`config.mk`:
```
export PLATFORM = sky130hd
export DESIGN_NAME = sb_issue_ctrl
export DESIGN_NICKNAME = d
export VERILOG_FILES = /design/src/rtl/sb_pkg.sv /design/src/rtl/sb_fu_entry.sv /design/src/rtl/sb_reg_status.sv /design/src/rtl/sb_wb_arb.sv /design/src/rtl/sb_issue_ctrl.sv
export SDC_FILE = /design/constraint.sdc
export NUM_CORES = 1
export LEC_CHECK = 0
export BUFFER_PORTS_ARGS = -buffer_cell sky130_fd_sc_hd__buf_2
export CAP_MARGIN = 20
export CORE_ASPECT_RATIO = 0.8
export CORE_MARGIN = 5
export CORE_UTILIZATION = 35
export DETAILED_ROUTE_END_ITERATION = 10
export PLACE_DENSITY_LB_ADDON = 0.3
export RECOVER_POWER = 50
export REMOVE_ABC_BUFFERS = 1
export SLEW_MARGIN = 20
export SYNTH_ARGS = -nofsm -noshare
export SYNTH_HDL_FRONTEND = slang
export SYNTH_HIERARCHICAL = 1
export SYNTH_SLANG_ARGS = --single-unit
export TNS_END_PERCENT = 10
```
`constraint.sdc`:
```
create_clock -name clk -period 4.7 [get_ports clk]
set_input_delay 0.705 -clock clk [delete_from_list [all_inputs] [get_ports clk]]
set_output_delay 0.705 -clock clk [all_outputs]
set_load 0.01 [all_outputs]
```
`src/rtl/sb_pkg.sv`:
```
package sb_pkg;
  typedef enum logic [1:0] {
    ST_IDLE = 2'd0,
    ST_WAIT = 2'd1,
    ST_EXEC = 2'd2,
    ST_DONE = 2'd3
  } fu_stage_e;
endpackage

```
`src/rtl/sb_fu_entry.sv`:
```
module sb_fu_entry
  import sb_pkg::*;
#(
  parameter int NUM_FU   = 4,
  parameter int NUM_REGS = 16,
  localparam int TW = (NUM_FU > 1) ? $clog2(NUM_FU) : 1,
  localparam int RW = (NUM_REGS > 1) ? $clog2(NUM_REGS) : 1
) (
  input  logic          clk,
  input  logic          rst_n,
  input  logic          alloc_i,
  input  logic [RW-1:0] alloc_dst_i,
  input  logic [RW-1:0] alloc_src1_i,
  input  logic [RW-1:0] alloc_src2_i,
  input  logic [TW-1:0] alloc_tag1_i,
  input  logic [TW-1:0] alloc_tag2_i,
  input  logic          alloc_wait1_i,
  input  logic          alloc_wait2_i,
  input  logic          wb_fire_i,
  input  logic [TW-1:0] wb_tag_i,
  input  logic          exec_done_i,
  input  logic          wb_grant_i,
  output fu_stage_e     stage_o,
  output logic [RW-1:0] dst_o,
  output logic [RW-1:0] src1_o,
  output logic [RW-1:0] src2_o,
  output logic          rdy1_o,
  output logic          rdy2_o,
  output logic          rd_req_o
);

  fu_stage_e     stage_q, stage_d;
  logic          rdy1_q, rdy1_d, rdy2_q, rdy2_d;
  logic [RW-1:0] dst_q, src1_q, src2_q;
  logic [TW-1:0] tag1_q, tag2_q;
  logic          load_en;

  assign load_en  = (stage_q == ST_IDLE) && alloc_i;
  assign rd_req_o = (stage_q == ST_WAIT) && rdy1_q && rdy2_q;

  always_comb begin
    stage_d = stage_q;
    rdy1_d  = rdy1_q;
    rdy2_d  = rdy2_q;
    unique case (stage_q)
      ST_IDLE: if (alloc_i) begin
        stage_d = ST_WAIT;
        rdy1_d  = !alloc_wait1_i;
        rdy2_d  = !alloc_wait2_i;
      end
      ST_WAIT: if (rd_req_o) begin
        stage_d = ST_EXEC;
        rdy1_d  = 1'b0;
        rdy2_d  = 1'b0;
      end else begin
        if (wb_fire_i && !rdy1_q && (wb_tag_i == tag1_q)) rdy1_d = 1'b1;
        if (wb_fire_i && !rdy2_q && (wb_tag_i == tag2_q)) rdy2_d = 1'b1;
      end
      ST_EXEC: if (exec_done_i) stage_d = ST_DONE;
      ST_DONE: if (wb_grant_i) stage_d = ST_IDLE;
      default: stage_d = ST_IDLE;
    endcase
  end

  always_ff @(posedge clk or negedge rst_n) begin
    if (!rst_n) begin
      stage_q <= ST_IDLE;
      rdy1_q  <= 1'b0;
      rdy2_q  <= 1'b0;
    end else begin
      stage_q <= stage_d;
      rdy1_q  <= rdy1_d;
      rdy2_q  <= rdy2_d;
    end
  end

  always_ff @(posedge clk or negedge rst_n) begin
    if (!rst_n) begin
      dst_q  <= '0;
      src1_q <= '0;
      src2_q <= '0;
      tag1_q <= '0;
      tag2_q <= '0;
    end else if (load_en) begin
      dst_q  <= alloc_dst_i;
      src1_q <= alloc_src1_i;
      src2_q <= alloc_src2_i;
      tag1_q <= alloc_tag1_i;
      tag2_q <= alloc_tag2_i;
    end
  end

  assign stage_o = stage_q;
  assign dst_o   = dst_q;
  assign src1_o  = src1_q;
  assign src2_o  = src2_q;
  assign rdy1_o  = rdy1_q;
  assign rdy2_o  = rdy2_q;

  AST_READ_THEN_EXEC: assert property (@(posedge clk) disable iff (!rst_n)
    rd_req_o |=> (stage_q == ST_EXEC));
  AST_WB_ONLY_DONE: assert property (@(posedge clk) disable iff (!rst_n)
    wb_grant_i |-> (stage_q == ST_DONE));
  AST_ALLOC_IDLE: assert property (@(posedge clk) disable iff (!rst_n)
    alloc_i |-> (stage_q == ST_IDLE));

endmodule

```
`src/rtl/sb_reg_status.sv`:
```
module sb_reg_status #(
  parameter int NUM_FU   = 4,
  parameter int NUM_REGS = 16,
  localparam int TW = (NUM_FU > 1) ? $clog2(NUM_FU) : 1,
  localparam int RW = (NUM_REGS > 1) ? $clog2(NUM_REGS) : 1
) (
  input  logic                           clk,
  input  logic                           rst_n,
  input  logic                           set_i,
  input  logic [RW-1:0]                  set_reg_i,
  input  logic [TW-1:0]                  set_tag_i,
  input  logic                           clr_i,
  input  logic [RW-1:0]                  clr_reg_i,
  input  logic [TW-1:0]                  clr_tag_i,
  output logic [NUM_REGS-1:0]            pend_o,
  output logic [NUM_REGS-1:0][TW-1:0]    prod_o
);

  logic [NUM_REGS-1:0]         pend_q;
  logic [NUM_REGS-1:0][TW-1:0] prod_q;

  for (genvar r = 0; r < NUM_REGS; r++) begin : g_reg
    logic set_here, clr_here, pend_d, en;
    assign set_here = set_i && (set_reg_i == RW'(r));
    assign clr_here = clr_i && (clr_reg_i == RW'(r)) && (prod_q[r] == clr_tag_i);
    assign en       = set_here || clr_here;

    always_comb begin
      pend_d = pend_q[r];
      if (clr_here) pend_d = 1'b0;
      if (set_here) pend_d = 1'b1;
    end

    always_ff @(posedge clk or negedge rst_n) begin
      if (!rst_n) begin
        pend_q[r] <= 1'b0;
        prod_q[r] <= '0;
      end else if (en) begin
        pend_q[r] <= pend_d;
        if (set_here) prod_q[r] <= set_tag_i;
      end
    end
  end

  assign pend_o = pend_q;
  assign prod_o = prod_q;

  AST_SET_FREE: assert property (@(posedge clk) disable iff (!rst_n)
    set_i |-> !pend_q[set_reg_i]);
  AST_CLR_OWNED: assert property (@(posedge clk) disable iff (!rst_n)
    clr_i |-> (pend_q[clr_reg_i] && (prod_q[clr_reg_i] == clr_tag_i)));

endmodule

```
`src/rtl/sb_wb_arb.sv`:
```
module sb_wb_arb #(
  parameter int NUM_FU = 4
) (
  input  logic              clk,
  input  logic              rst_n,
  input  logic [NUM_FU-1:0] req_i,
  output logic [NUM_FU-1:0] grant_o
);

  always_comb begin
    grant_o = '0;
    for (int i = NUM_FU - 1; i >= 0; i--) begin
      if (req_i[i]) grant_o = NUM_FU'(1) << i;
    end
  end

  AST_WB_ONEHOT: assert property (@(posedge clk) disable iff (!rst_n)
    $onehot0(grant_o));
  AST_WB_REQUESTED: assert property (@(posedge clk) disable iff (!rst_n)
    (grant_o & ~req_i) == '0);
  AST_WB_NOT_IDLE: assert property (@(posedge clk) disable iff (!rst_n)
    (req_i != '0) |-> (grant_o != '0));

endmodule

```
`src/rtl/sb_issue_ctrl.sv`:
```
module sb_issue_ctrl
  import sb_pkg::*;
#(
  parameter int NUM_FU   = 4,
  parameter int NUM_REGS = 16,
  localparam int TW = (NUM_FU > 1) ? $clog2(NUM_FU) : 1,
  localparam int RW = (NUM_REGS > 1) ? $clog2(NUM_REGS) : 1
) (
  input  logic              clk,
  input  logic              rst_n,
  input  logic              iss_valid,
  output logic              iss_ready,
  input  logic [TW-1:0]     iss_fu,
  input  logic [RW-1:0]     iss_dst,
  input  logic [RW-1:0]     iss_src1,
  input  logic [RW-1:0]     iss_src2,
  input  logic [NUM_FU-1:0] exec_done,
  output logic [NUM_FU-1:0] rd_grant,
  output logic [NUM_FU-1:0] wb_grant
);

  logic [1:0] rst_pipe;
  logic       rst_int_n;

  always_ff @(posedge clk or negedge rst_n) begin
    if (!rst_n) rst_pipe <= 2'b00;
    else        rst_pipe <= {rst_pipe[0], 1'b1};
  end
  assign rst_int_n = rst_pipe[1];

  fu_stage_e                   stage_v [NUM_FU];
  logic [NUM_FU-1:0][RW-1:0]   dst_v, src1_v, src2_v;
  logic [NUM_FU-1:0]           rdy1_v, rdy2_v, busy_v, wb_req, war_block;
  logic [NUM_REGS-1:0]         pend;
  logic [NUM_REGS-1:0][TW-1:0] prod;
  logic                        issue_fire, wb_fire, wait1, wait2;
  logic [TW-1:0]               wb_tag;
  logic [RW-1:0]               wb_reg;

  assign iss_ready  = rst_int_n && !busy_v[iss_fu] && !pend[iss_dst];
  assign issue_fire = iss_valid && iss_ready;

  always_comb begin
    wb_tag = '0;
    for (int i = 0; i < NUM_FU; i++) begin
      if (wb_grant[i]) wb_tag = TW'(i);
    end
  end
  assign wb_fire = |wb_grant;
  assign wb_reg  = dst_v[wb_tag];

  assign wait1 = pend[iss_src1] && !(wb_fire && (prod[iss_src1] == wb_tag));
  assign wait2 = pend[iss_src2] && !(wb_fire && (prod[iss_src2] == wb_tag));

  always_comb begin
    for (int i = 0; i < NUM_FU; i++) begin
      war_block[i] = 1'b0;
      for (int j = 0; j < NUM_FU; j++) begin
        if ((j != i) && (stage_v[j] == ST_WAIT) &&
            (((src1_v[j] == dst_v[i]) && rdy1_v[j]) ||
             ((src2_v[j] == dst_v[i]) && rdy2_v[j])))
          war_block[i] = 1'b1;
      end
      wb_req[i] = (stage_v[i] == ST_DONE) && !war_block[i];
      busy_v[i] = (stage_v[i] != ST_IDLE);
    end
  end

  for (genvar i = 0; i < NUM_FU; i++) begin : g_fu
    sb_fu_entry #(.NUM_FU(NUM_FU), .NUM_REGS(NUM_REGS)) u_entry (
      .clk          (clk),
      .rst_n        (rst_int_n),
      .alloc_i      (issue_fire && (iss_fu == TW'(i))),
      .alloc_dst_i  (iss_dst),
      .alloc_src1_i (iss_src1),
      .alloc_src2_i (iss_src2),
      .alloc_tag1_i (prod[iss_src1]),
      .alloc_tag2_i (prod[iss_src2]),
      .alloc_wait1_i(wait1),
      .alloc_wait2_i(wait2),
      .wb_fire_i    (wb_fire),
      .wb_tag_i     (wb_tag),
      .exec_done_i  (exec_done[i]),
      .wb_grant_i   (wb_grant[i]),
      .stage_o      (stage_v[i]),
      .dst_o        (dst_v[i]),
      .src1_o       (src1_v[i]),
      .src2_o       (src2_v[i]),
      .rdy1_o       (rdy1_v[i]),
      .rdy2_o       (rdy2_v[i]),
      .rd_req_o     (rd_grant[i])
    );
  end

  sb_reg_status #(.NUM_FU(NUM_FU), .NUM_REGS(NUM_REGS)) u_regs (
    .clk      (clk),
    .rst_n    (rst_int_n),
    .set_i    (issue_fire),
    .set_reg_i(iss_dst),
    .set_tag_i(iss_fu),
    .clr_i    (wb_fire),
    .clr_reg_i(wb_reg),
    .clr_tag_i(wb_tag),
    .pend_o   (pend),
    .prod_o   (prod)
  );

  sb_wb_arb #(.NUM_FU(NUM_FU)) u_arb (
    .clk    (clk),
    .rst_n  (rst_int_n),
    .req_i  (wb_req),
    .grant_o(wb_grant)
  );

  AST_ISSUE_OCCUPIES: assert property (@(posedge clk) disable iff (!rst_int_n)
    issue_fire |=> busy_v[$past(iss_fu)]);
  AST_ISSUE_MARKS_DST: assert property (@(posedge clk) disable iff (!rst_int_n)
    issue_fire |=> pend[$past(iss_dst)]);
  AST_WB_FREES: assert property (@(posedge clk) disable iff (!rst_int_n)
    wb_fire |=> !pend[$past(wb_reg)]);

endmodule

```
==> run metrics, run 1 <==
status=finished with violations; failing checks=max-capacitance violations, max-slew violations; # clock sinks=130; Final Total Pwr=2.46 mW; initial core utilization=between 30% and 40%; first-pass GRT wire length=between 30000 and 40000 um; Tcrit/Tclk final=a little under 90%; largest net degree at the start of global routing=68; slowest stage delay, CP=approximately 0.55 ns; chip width=approximately 190 um; CP arrival=about 4.4 ns; Post-Syn Area=0.00882 mm^2; Finish-stage setup viols=0; Synthesis Warnings=6; Buffers on Ports=29; syn_area_per_cell=roughly 11 um^2; final layout net count=between 800 and 900; DR iter-0 viols=519; max_cap viols=1; CP max FO=12; share of layout cells above drive strength 1=a little over a quarter; antenna-violating nets left=0; core outline area=0.0250 mm^2; Worst-Margin Slew=~1.6 ns; final clock skew=between 0.015 and 0.02 ns; flops & latches, synth=130; CTS root buf=clkbuf_16; Max clock buf depth=2; initial antenna violation count=0; die area=approximately 0.028 mm^2; CTS H-Tree Depth=4; flop-to-flop setup slack=between 0.6 and 0.7 ns; IO Count=30; Critical Path Source Type=flip-flop; reg-to-reg critical path startpoint=g_fu[0].u_entry/dst_o[3]$_DFFE_PN0P_; Synth Instances=783; Wirelength per Cell=about 22 um; Hold Path Class=primary input to asynchronous set/reset pin; height of the die=~150 um; cell breakdown of the critical path=xor2_1 -> nor3_1 -> nand3_1 -> a21oi_1 -> nor4_1 -> buf_4 -> nor3b_2 -> buf_4 -> inv_1 -> or3_1 -> o22a_1 -> o221a_2 -> o311a_1 -> nor3b_1 -> o21ai_0 -> o311ai_0; RSZ-0062 raised after global routing=false; sequential area share after synthesis=a little under two fifths; CTS tree=built; CP most frequent cell=buf_4; Fin. Hold Viols=0; Peak Freq=roughly 250 MHz; drt first pass iters=7; Crit path required time=roughly 5 ns; DP Wirelength=17600 um; fin area=slightly below 0.01 mm^2; antenna cells=0; # rows=52; clock-pin transition on the worst setup and hold timing paths=~0.060 ns; R2R cell count=16; worst skew pair latency=around 0.43 ns; grt total ovfl=0; via count=between 6k and 7k; Non-Filler Instances=roughly 1.1k; Worst Hold Slack=around 0.058 ns; number of global-route vias before repair=about 6.3k; WL final=between 20000 and 25000 um; Post-CTS Setup Repair Bufs=0; Critical R2R Capture=g_fu[0].u_entry/rdy1_o$_DFFE_PN0P_; slew margin rel.=-9.24%; min Tclk post-route=around 4 ns; fillers=between 2k and 2.5k; total global-route track usage=between 10% and 20%; fraction of registers with async set/reset=100%; Distinct cells, synth=between 40 and 50; EDFF count, synth=0; CTS buffer count=17; leakage power=~4.8 nW; vias per cell=between 5 and 6; kind of critical path=flip-flop to flip-flop; Max stage delay cell, worst path=dfrtp_1; Max VDD drop=230 uV; placed standard-cell area=0.00927 mm^2; placed insts=about 1.1k; # DRC=0; GP Congestion=roughly 0.87; main flop type after synthesis=dfrtp_1; CP endpoint kind=flip-flop; cells resized by post-CTS repair=0; Setup TNS=0 ns; P&R area growth vs syn=11.2%; Post-CTS Hold Fix Bufs=0; max-slew violations=63; PD cells=about 250 mW/mm^2
-- through the flow --
step,worst slack (ns),util [%]
floorplan,-0.744,-
global placement,0.744,37.0
detailed placement,0.733,37.0
CTS,0.751,39.2
global route,0.473,39.1
finish,0.629,39.1
-- synth_stat cells, drive strengths merged (13+ instances only) --
cell    number  share of area [%]
buf         15               0.88
nor2b       21                1.5
ha          16                2.3
nor3        31                1.8
nor2        14               0.60
nor3b       13                1.2
dfrtp      130                 37
a21oi       16               0.91
o21ai       19                1.1
mux4        29                7.6
nand2b      20                1.5
nand2       42                2.0
xnor2       40                4.0
o41ai       16                1.6
mux2       102                 13
nand3       36                2.0
mux2i       20                2.3
clkbuf      29                1.2
xor2       105                 10
-- worst max-delay path by stage --
stage	endpoint	startpoint	cells past startpoint	slack, ns
after floorplan	g_fu[0].u_entry/stage_o[1]$_DFFE_PN0P_	rst_pipe[1]$_DFF_PN0_	6	-0.74
after global placement	g_fu[0].u_entry/rdy1_o$_DFFE_PN0P_	g_fu[0].u_entry/dst_o[2]$_DFFE_PN0P_	16	0.74
after detailed placement	g_fu[0].u_entry/rdy1_o$_DFFE_PN0P_	g_fu[0].u_entry/dst_o[2]$_DFFE_PN0P_	16	0.73
after CTS	g_fu[0].u_entry/rdy1_o$_DFFE_PN0P_	g_fu[0].u_entry/dst_o[3]$_DFFE_PN0P_	16	0.75
after global routing	g_fu[3].u_entry/rdy1_o$_DFFE_PN0P_	g_fu[0].u_entry/dst_o[3]$_DFFE_PN0P_	16	0.47
final	g_fu[0].u_entry/rdy1_o$_DFFE_PN0P_	g_fu[0].u_entry/dst_o[3]$_DFFE_PN0P_	16	0.63
-- state kept, by name, summed over array words and instances, names as in the netlist --
name / cells
u_regs/pend_o: 16
g_fu.u_entry/tag1_q: 8
g_fu.u_entry/src2_o: 16
g_fu.u_entry/rdy1_o: 4
g_fu.u_entry/stage_o: 8
g_fu.u_entry/tag2_q: 8
g_fu.u_entry/src1_o: 16
rst_pipe: 2
g_fu.u_entry/dst_o: 16
u_regs/prod_o: 32
g_fu.u_entry/rdy2_o: 4
-- where the power goes --
group	internal (mW)	leakage, nW	switching, mW
Clock	0.712	0.263	0.521
Sequential	1.12	1.68	0.00289
Combinational	0.0260	2.87	0.0737
Total	1.86	4.82	0.597
-- layout by cell type (no fill, tap or decap), drive strengths merged, types with 21 or more instances in the layout --
cell,n
xnor2,40
clkbuf,28
buf,35
dfrtp,130
nor2b,21
xor2,105
nand2,42
mux4,29
nand3,36
nor3,31
mux2,102
-- layer usage --
metal | GRT usage [%] | vias up | wire (um)
met5 | 0 | - | 0
met4 | 4.26 | 0 | 338
met3 | 4.93 | 25 | 1510
met2 | 25.0 | 198 | 10400
met1 | 26.2 | 3146 | 12400
li1 | - | 2863 | -
-- layout make-up --
| type | instances | area (um^2) | share of cell area (%) |
|---|---|---|---|
| Sequential cell | 130 | 3260 | 33.2 |
| Inverter | 11 | 41.3 | 0.421 |
| Tap cell | 324 | 405 | 4.14 |
| Timing Repair Buffer | 40 | 220 | 2.25 |
| Clock buffer | 23 | 478 | 4.88 |
| Multi-Input combinational cell | 598 | 5340 | 54.5 |
| Clock inverter | 9 | 57.6 | 0.587 |
-- cell families after synthesis --
family | share of synthesized area, %
xor gates and xnor gates | 14.4
other | 0.0425
buffers and inverters | 2.58
AOI/OAI and AO/OA | 7.51
adders and majority gates | 2.27
and+or+nand+nor | 13.2
muxes | 23.1
DFF | 36.9
-- critical path: cells and delay by family, from the launching register on --
kind	cells	cell delay, ns
AND/OR/NAND/NOR	6	1.62
AO/OA/AOI/OAI	6	1.07
flip-flops	1	0.55
buffers and inverters	3	0.49
XOR/XNOR	1	0.22
(Power assumes the default switching activity.)
==> run 2: changes to the inputs <==
--- a/config.mk
+++ b/config.mk
@@ -11,9 +11,11 @@
 export CORE_MARGIN = 5
 export CORE_UTILIZATION = 35
 export DETAILED_ROUTE_END_ITERATION = 10
+export GPL_TIMING_DRIVEN = 0
 export PLACE_DENSITY_LB_ADDON = 0.3
 export RECOVER_POWER = 50
 export REMOVE_ABC_BUFFERS = 1
+export SETUP_SLACK_MARGIN = 0.2
 export SLEW_MARGIN = 20
 export SYNTH_ARGS = -nofsm -noshare
 export SYNTH_HDL_FRONTEND = slang
==> run metrics, run 2 (synthesis gave the netlist of run 1 again) <==
status=finished with violations (unchanged); failing checks=max-capacitance violations, max-slew violations (unchanged); chip width=187 um (unchanged); via count=6214 (was 6232); CTS tree=built (unchanged); die area=0.0285 mm^2 (unchanged); sequential power share=43.3% (was 45.8%); Fin. Hold Viols=0 (unchanged); final layout net count=829 (was 835); worst skew pair latency=0.42 ns (was 0.43 ns); initial core utilization=35.2% (unchanged); Final WS setup=0.516 ns (was 0.629 ns); GP Congestion=0.858 (was 0.874); antenna cells=0 (unchanged); Finish-stage setup viols=0 (unchanged); grt total ovfl=0 (unchanged); largest net degree at the start of global routing=55 (was 68); max-slew violations=55 (was 63); drt first pass iters=5 (was 7); final core occ=39.5% (was 39.1%); Max VDD drop=241 uV (was 230 uV); max_cap viols=1 (unchanged); Wirelength per Cell=21.7 um (about the same); clock network power share=52.9% (was 50.2%); CTS H-Tree Depth=4 (unchanged); # clock sinks=130 (unchanged); Non-Filler Instances=1129 (was 1135); P&R area growth vs syn=12.2% (was 11.2%); leakage power=4.82 nW (about the same); fillers=2384 (was 2417); RSZ-0062 raised after global routing=true (was false); final clock skew=0.0104 ns (was 0.0193 ns); height of the die=152 um (unchanged); total global-route track usage=17.4% (was 17.5%); pre-CTS setup slack=-0.0418 ns (was 0.733 ns); antenna-violating nets left=0 (unchanged); CP max FO=25 (was 12); max FFs per register=32 (unchanged); most common cell after layout, fill and taps aside=dfrtp_1 (unchanged); CP endpoint kind=flip-flop (unchanged); DR iter-0 viols=488 (was 519); # DRC=0 (unchanged); CTS buffer count=17 (unchanged); Crit path required time=5.00 ns (was 5.02 ns); CTS root buf=clkbuf_16 (unchanged); CP arrival=4.49 ns (was 4.39 ns); placed insts=1096 (was 1103); Max clock buf depth=2 (unchanged); PD cells=264 mW/mm^2 (was 251 mW/mm^2); number of global-route vias before repair=6270 (was 6336); Tcrit/Tclk final=89.0% (was 86.6%); first-pass GRT wire length=38800 um (was 39000 um); vias per cell=5.50 (was 5.49); Buffers on Ports=29 (unchanged); Gate power share=3.8% (was 4.1%); share of layout cells above drive strength 1=27.0% (was 27.1%); slew margin rel.=-69.3% (was -9.24%); NetSw=0.617 mW (was 0.597 mW); Peak Freq=239 MHz (was 246 MHz); core outline area=0.0250 mm^2 (unchanged); min Tclk post-route=4.18 ns (was 4.07 ns); # rows=52 (unchanged); Hold Path Class=primary input to asynchronous set/reset pin (unchanged); most frequent cells in the layout=130 x dfrtp_1, 105 x xor2_1, 96 x mux2_2 (was 129 x dfrtp_1, 105 x xor2_1, 96 x mux2_2); WL final=24500 um (was 24700 um); DP Wirelength=16900 um (was 17600 um); IO Count=30 (unchanged); initial antenna violation count=0 (unchanged); Final Total Pwr=2.61 mW (was 2.46 mW); kind of critical path=flip-flop to flip-flop (unchanged); Worst-Margin Slew=2.54 ns (was 1.64 ns); Critical Path Source Type=flip-flop (unchanged); Pint=1.99 mW (was 1.86 mW); switch share=23.7% (was 24.3%); clock-pin transition on the worst setup and hold timing paths=0.07 ns (was 0.06 ns)
run 2: cell count changes in the layout (fill, tap and decap cells not counted), moves of 2 or more:
cell / delta
buf_4: -10
clkinv_2: -5
clkinv_4: +5
bufinv_16: +3
clkbuf_8: -3
buf_6: +2
clkbuf_1: -2
run 2: path summary, 6_finish.rpt:
kind                                                      startpoint                                  to  slack, ns  cells after the start
worst max-delay path            g_fu[0].u_entry/dst_o[2]$_DFFE_PN0P_  g_fu[3].u_entry/rdy2_o$_DFFE_PN0P_       0.52                     13
worst min-delay path                                           rst_n               rst_pipe[0]$_DFF_PN0_       0.05                      1
worst max register to register  g_fu[0].u_entry/dst_o[2]$_DFFE_PN0P_  g_fu[3].u_entry/rdy2_o$_DFFE_PN0P_       0.52                     13
worst min register to register                 rst_pipe[0]$_DFF_PN0_               rst_pipe[1]$_DFF_PN0_       0.36                      0
max in group asynchronous                      rst_pipe[1]$_DFF_PN0_        u_regs/pend_o[1]$_DFFE_PN0P_       0.93                      1
min in group clk                               rst_pipe[0]$_DFF_PN0_               rst_pipe[1]$_DFF_PN0_       0.36                      0
run 2: area by class of cell:
| cell class | instances | area (um^2) | share of cell area [%] |
|---|---|---|---|
| Tap cell | 324 | 405 | 4.10 |
| Sequential cell | 130 | 3250 | 32.9 |
| Clock inverter | 14 | 183 | 1.85 |
| Timing Repair Buffer | 33 | 200 | 2.02 |
| Inverter | 11 | 41.3 | 0.417 |
| Clock buffer | 18 | 429 | 4.34 |
| Multi-Input combinational cell | 599 | 5380 | 54.4 |
run 2: timing repair:
item                                    CTS  global route
cloned                                    1             0
hold buffers                              0             0
endpoints found under the setup margin   14             5
buffers inserted                          0             0
gates resized for setup                   1             2
run 2: critical path, stage by stage, from the launching register on:
cell and delay [ns]:
dfrtp_1 0.54, xor2_1 0.23, nor3_1 0.37, nand3_1 0.13, a21oi_1 0.26, nor4_4 0.14, nor4b_4 0.49, buf_6 0.23
a21o_2 0.69, mux2i_1 0.18, o221a_2 0.39, nor3b_1 0.20, o21ai_0 0.11, o311ai_0 0.11
run 2: stage by stage:
step                      TNS, ns  hold slack, ns  instance area (um^2)
after global routing            0          0.0497                  9890
after global placement    -461.46           0.339                  9180
after CTS                       0          0.0324                  9900
after detailed placement   -0.117           0.276                  9280
final                           0          0.0488                  9890
after floorplan            -45.52           0.331                  8630
run 2: power groups by stage:
stage	clock network (mW)	logic (mW)	registers (mW)
final	1.38	0.0986	1.13
after global routing	1.45	0.107	1.13
after CTS	1.40	0.102	1.13
after detailed placement	0	0.101	1.15
after global placement	0	0.0776	1.17
after floorplan	0	0.0256	1.16
run 2: per-layer routing:
metal	part of all wire, %	global-route usage, %	vias to the layer above
met5	0	0	-
met4	1.0	4.33	0
met3	5.4	3.07	20
met2	44	25.8	177
met1	50	26.3	3169
li1	-	-	2848
